<file path="src/rtl/ledr_pkg.sv">
package ledr_pkg;

  typedef enum logic [1:0] {
    PAIR_NULL = 2'b00,
    PAIR_ZERO = 2'b01,
    PAIR_ONE  = 2'b10,
    PAIR_BAD  = 2'b11
  } pair_e;

  function automatic pair_e classify(input logic t, input logic f);
    return pair_e'({t, f});
  endfunction

  function automatic logic parity_for(input logic val, input logic phase);
    return val ^ phase;
  endfunction

  function automatic logic phase_of(input logic d, input logic p);
    return d ^ p;
  endfunction

endpackage

</file>
<file path="src/rtl/ledr_bit_cell.sv">
module ledr_bit_cell
  import ledr_pkg::*;
(
  input  logic clk,
  input  logic rst_n,
  input  logic rail_t,
  input  logic rail_f,
  input  logic phase,
  output logic data,
  output logic par,
  output logic bit_phase,
  output logic bit_active,
  output logic bit_bad
);

  pair_e kind;

  always_comb begin
    kind       = classify(rail_t, rail_f);
    bit_active = rail_t | rail_f;
    bit_bad    = (kind == PAIR_BAD);
    bit_phase  = phase_of(data, par);
  end

  always_ff @(posedge clk) begin
    if (!rst_n) begin
      data <= 1'b0;
      par  <= 1'b0;
    end else begin
      case (kind)
        PAIR_ONE: begin
          data <= 1'b1;
          par  <= parity_for(1'b1, phase);
        end
        PAIR_ZERO: begin
          data <= 1'b0;
          par  <= parity_for(1'b0, phase);
        end
        default: ;
      endcase
    end
  end

endmodule

</file>
<file path="src/rtl/ledr_phase_hold.sv">
module ledr_phase_hold (
  input  logic clk,
  input  logic rst_n,
  input  logic word_idle,
  input  logic in_phase,
  output logic held_phase
);

  always_ff @(posedge clk) begin
    if (!rst_n)         held_phase <= 1'b0;
    else if (word_idle) held_phase <= in_phase;
  end

endmodule

</file>
<file path="src/rtl/ledr_agree_merge.sv">
module ledr_agree_merge #(
  parameter int N = 8
) (
  input  logic         clk,
  input  logic         rst_n,
  input  logic [N-1:0] bit_phase,
  output logic         all_one,
  output logic         all_zero,
  output logic         merged
);

  always_comb begin
    all_one  = &bit_phase;
    all_zero = ~|bit_phase;
  end

  always_ff @(posedge clk) begin
    if (!rst_n)        merged <= 1'b0;
    else if (all_one)  merged <= 1'b1;
    else if (all_zero) merged <= 1'b0;
  end

endmodule

</file>
<file path="src/rtl/ledr_out_conv.sv">
module ledr_out_conv #(
  parameter int N = 8
) (
  input  logic         clk,
  input  logic         rst_n,
  input  logic [N-1:0] rail_t,
  input  logic [N-1:0] rail_f,
  input  logic         in_phase,
  output logic [N-1:0] ledr_data,
  output logic [N-1:0] ledr_par,
  output logic         done_phase,
  output logic         pair_err
);

  logic [N-1:0] bit_phase;
  logic [N-1:0] bit_active;
  logic [N-1:0] bit_bad;
  logic         word_idle;
  logic         any_bad;
  logic         held_phase;
  logic         agree_one;
  logic         agree_zero;

  genvar gi;
  generate
    for (gi = 0; gi < N; gi++) begin : g_bit
      ledr_bit_cell u_cell (
        .clk       (clk),
        .rst_n     (rst_n),
        .rail_t    (rail_t[gi]),
        .rail_f    (rail_f[gi]),
        .phase     (held_phase),
        .data      (ledr_data[gi]),
        .par       (ledr_par[gi]),
        .bit_phase (bit_phase[gi]),
        .bit_active(bit_active[gi]),
        .bit_bad   (bit_bad[gi])
      );
    end
  endgenerate

  always_comb begin
    word_idle = ~|bit_active;
    any_bad   = |bit_bad;
  end

  ledr_phase_hold u_hold (
    .clk       (clk),
    .rst_n     (rst_n),
    .word_idle (word_idle),
    .in_phase  (in_phase),
    .held_phase(held_phase)
  );

  ledr_agree_merge #(.N(N)) u_merge (
    .clk      (clk),
    .rst_n    (rst_n),
    .bit_phase(bit_phase),
    .all_one  (agree_one),
    .all_zero (agree_zero),
    .merged   (done_phase)
  );

  always_ff @(posedge clk) begin
    if (!rst_n)       pair_err <= 1'b0;
    else if (any_bad) pair_err <= 1'b1;
  end

endmodule

</file>
<file path="config.mk">
export PLATFORM = sky130hd
export DESIGN_NAME = ledr_out_conv
export DESIGN_NICKNAME = d
export VERILOG_FILES = /design/src/rtl/ledr_pkg.sv /design/src/rtl/ledr_bit_cell.sv /design/src/rtl/ledr_phase_hold.sv /design/src/rtl/ledr_agree_merge.sv /design/src/rtl/ledr_out_conv.sv
export SDC_FILE = /design/constraint.sdc
export NUM_CORES = 1
export LEC_CHECK = 0
export ABC_AREA = 1
export BUFFER_PORTS_ARGS = -buffer_cell sky130_fd_sc_hd__buf_2
export CORE_AREA = 2 2 59 61
export DETAILED_ROUTE_END_ITERATION = 12
export DIE_AREA = 0 0 61 63
export GPL_TIMING_DRIVEN = 0
export PLACE_DENSITY = 0.74
export SYNTH_ARGS = -nofsm -noshare
export SYNTH_HDL_FRONTEND = slang
export SYNTH_SLANG_ARGS = --single-unit
</file>
<file path="constraint.sdc">
create_clock -name clk -period 0.85 [get_ports clk]
set_input_delay 0.17 -clock clk [delete_from_list [all_inputs] [get_ports clk]]
set_output_delay 0.17 -clock clk [all_outputs]
set_load 0.01 [all_outputs]
</file>
==> impl_metrics.json <==
{
  "core_area_um2": 3230,
  "cts_sinks": 19,
  "tightestPinTransition_ps": 193,
  "routed.top_layer": "met4",
  "finalWirelength_um": 3330,
  "overflow": 0,
  "grt_first_pass_wirelength_um": 5430,
  "slew_headroom": 0.870,
  "outcome": "finished with violations",
  "fillers": 273,
  "swShare": 0.328,
  "cts-root-buf": "clkbuf_4",
  "total_leakage_power_uw": 0.00116,
  "drive_above_1_share": 0.420,
  "cts_tree": "yes",
  "wl_met2_um": 1670,
  "grtUsageTotal": 0.190,
  "synth_top_cell_by_area": "dfxtp_1",
  "placed_cell_area_um2": 1720,
  "cp.arrival_ps": 1300,
  "die_y_um": 63,
  "path_max_fanout": 3,
  "rsz0062_at_grt": "yes",
  "synth-seq-area-share": 0.258,
  "synth-seq-cells": 19,
  "hold_class": "input port to flip-flop",
  "grt_max_degree": 11,
  "yosysMostFrequentCell": "nand2_1",
  "reg2reg_to": "u_merge.merged",
  "maxCapViolations": 0,
  "synth_fp_nets": 254,
  "nets": 306,
  "grt_pass1_vias": 1327,
  "dpl_worst_slack_ps": -168,
  "hold-worst-slack_ps": 98.2,
  "dp_hpwl_um": 2320,
  "synthArstFlopShare": 0,
  "fin_skew_ps": 4.08,
  "min_from": "in_phase",
  "drt-met1-wl_um": 1450,
  "violations": "negative setup slack",
  "fin_crit_ps": 1090,
  "setup_viol": 27,
  "combPwrFrac": 0.401,
  "synthFlopType": "dfxtp_1",
  "crit_path_end_kind": "flip-flop",
  "vias_per_cell": 4.49,
  "p_sw_uw": 850,
  "num_vias": 1383,
  "dieArea_um2": 3840,
  "start_kind": "flip-flop",
  "fin_util": 0.664,
  "antenna_found_initial": 0,
  "crit_type": "flip-flop to flip-flop",
  "io_pins": 37,
  "dr.pass1.iters": 4,
  "hold_path_end": "u_hold.held_phase",
  "clkPwrFrac": 0.188,
  "yosysWarningCount": 0,
  "htree_levels": 1,
  "p_total_uw": 2590,
  "start_util": 0.456,
  "drt_iter0_markers": 47,
  "hold_depth": 3,
  "vdd_ir_drop_max_uv": 591,
  "power.density_nw_per_um2": 1210,
  "reg2reg_depth": 9,
  "worst-endpoint-required_ps": 1060,
  "finalInstanceArea_um2": 2150,
  "maxClockFrequency_ghz": 0.918,
  "power_frac_seq": 0.411,
  "die_w_um": 61,
  "dr_wl_met3_um": 94,
  "numPortBuffers": 36,
  "r2r_slack_ps": -240,
  "synth.avg_cell_area_um2": 6.98,
  "row_count": 21,
  "slew_viol_final": 0,
  "area_delta_synth_final_pct": 45.8,
  "clkLatencyLatePin_ps": 310,
  "synth_top_area_frac": 0.258,
  "finalCritPeriodShare": 1.28,
  "place_congestion": 0.787,
  "wire_per_inst_um": 10.8,
  "ys_top_cells_by_count": "60 x nand2_1, 40 x inv_1, 24 x ha_1",
  "route.antenna.remaining_nets": 0,
  "r2r_start": "g_bit[5].u_cell.data",
  "synth_area_um2": 1470,
  "ys_types": 17,
  "hold_viol_final": 0,
  "clkTransAtPathRegs_ps": 120,
  "p_int_uw": 1740,
  "syn_inst": 211,
  "max-clock-path-buffers": 2,
  "drcViolationCount": 0,
  "synth_edf_count": 0,
  "yosys-top-cells-area": "dfxtp_1 26%, ha_1 20%, nand2_1 15%",
  "numCtsBuffers": 3,
  "n_antenna_cell": 0,
  "worst_slack_ps": -239
}
[registers in the layout (all words and copies together) (netlist names)]
register	cells
pair_err	1
g_bit.u_cell.data	8
u_merge.merged	1
g_bit.u_cell.par	8
u_hold.held_phase	1
[critical path: stages, from the launching register on]
cell	delay (ps)
dfxtp_2	360
buf_6	120
inv_2	50
nand2_2	50
nand2_2	70
nand2_1	60
nor2_1	100
nand2_1	60
nand2_1	80
a21oi_2	50
[cells in the final DEF, fill, tap and decap left out, types with 3 or more instances in the layout]
cell type	instances
nand2_1	55
inv_2	7
inv_1	33
ha_1	24
dfxtp_4	4
a21oi_1	8
o21ai_1	10
o21ai_0	7
clkbuf_4	3
buf_6	38
nor2_1	8
buf_2	18
dfxtp_2	15
buf_4	7
nand2_2	5
xnor2_2	8
[routing by layer]
layer / vias to the layer above / GRT usage
met3: 8 / 0.0311
met2: 33 / 0.324
met1: 617 / 0.223
met4: 0 / 0.0897
li1: 725 / -
met5: - / 0
[worst max path at each step]
stage          cells after the start                 start  slack, ps             endpoint
6_report                           9  g_bit[5].u_cell.data       -240       u_merge.merged
5_1_grt                            8   g_bit[1].u_cell.par       -290       u_merge.merged
4_1_cts                            2  g_bit[4].u_cell.data       -220         ledr_data[4]
3_5_place_dp                       7             rail_t[4]       -170  g_bit[4].u_cell.par
3_3_place_gp                       7             rail_t[4]       -140    u_hold.held_phase
2_1_floorplan                      8   g_bit[3].u_cell.par          2       u_merge.merged
[power by group through the flow]
stage	sequential [µW]	combinational, µW	clock, µW
floorplan	1060	502	0
global placement	1080	699	0
detailed placement	1080	715	0
CTS	1060	989	503
global route	1070	1150	528
finish	1070	1040	488
[stage by stage]
| stage | setup TNS (ps) | cells |
|---|---|---|
| 4_1_cts | -4100 | 308 |
| 6_report | -4150 | 308 |
| 5_1_grt | -5230 | 308 |
| 3_3_place_gp | -2280 | 293 |
| 3_5_place_dp | -2630 | 293 |
| 2_1_floorplan | 0 | 211 |
[what timing repair did]
item                                    in CTS  in global routing
resized for setup                           63                 19
hold endpoints to repair                     0                  0
hold buffers                                 0                  0
pin swaps                                   10                 10
buffers inserted                            10                  0
endpoints found under the setup margin      27                 30
cloned                                       1                  0
[logic make-up (layout without fill, tap and decap cells)]
| logic type | after synthesis | in the layout | synth area share |
|---|---|---|---|
| flops | 19 | 19 | 0.258 |
| fa+ha+maj | 24 | 24 | 0.204 |
| compound gates | 27 | 27 | 0.0952 |
| simple gates | 74 | 74 | 0.196 |
| buf+inv | 59 | 110 | 0.199 |
| xor+xnor | 8 | 8 | 0.0476 |
[final cells by class]
| cell class | count | area (µm²) | share of cell area |
|---|---|---|---|
| multi-input cells | 133 | 887 | 0.413 |
| inverters | 41 | 156 | 0.0728 |
| well taps | 46 | 57.6 | 0.0268 |
| flip-flops and latches | 19 | 414 | 0.193 |
| repair buffers | 47 | 403 | 0.188 |
| plain buffers | 18 | 203 | 0.0944 |
| clock buffers | 4 | 26.3 | 0.0122 |
No activity file was read; power rests on OpenSTA's default activity.
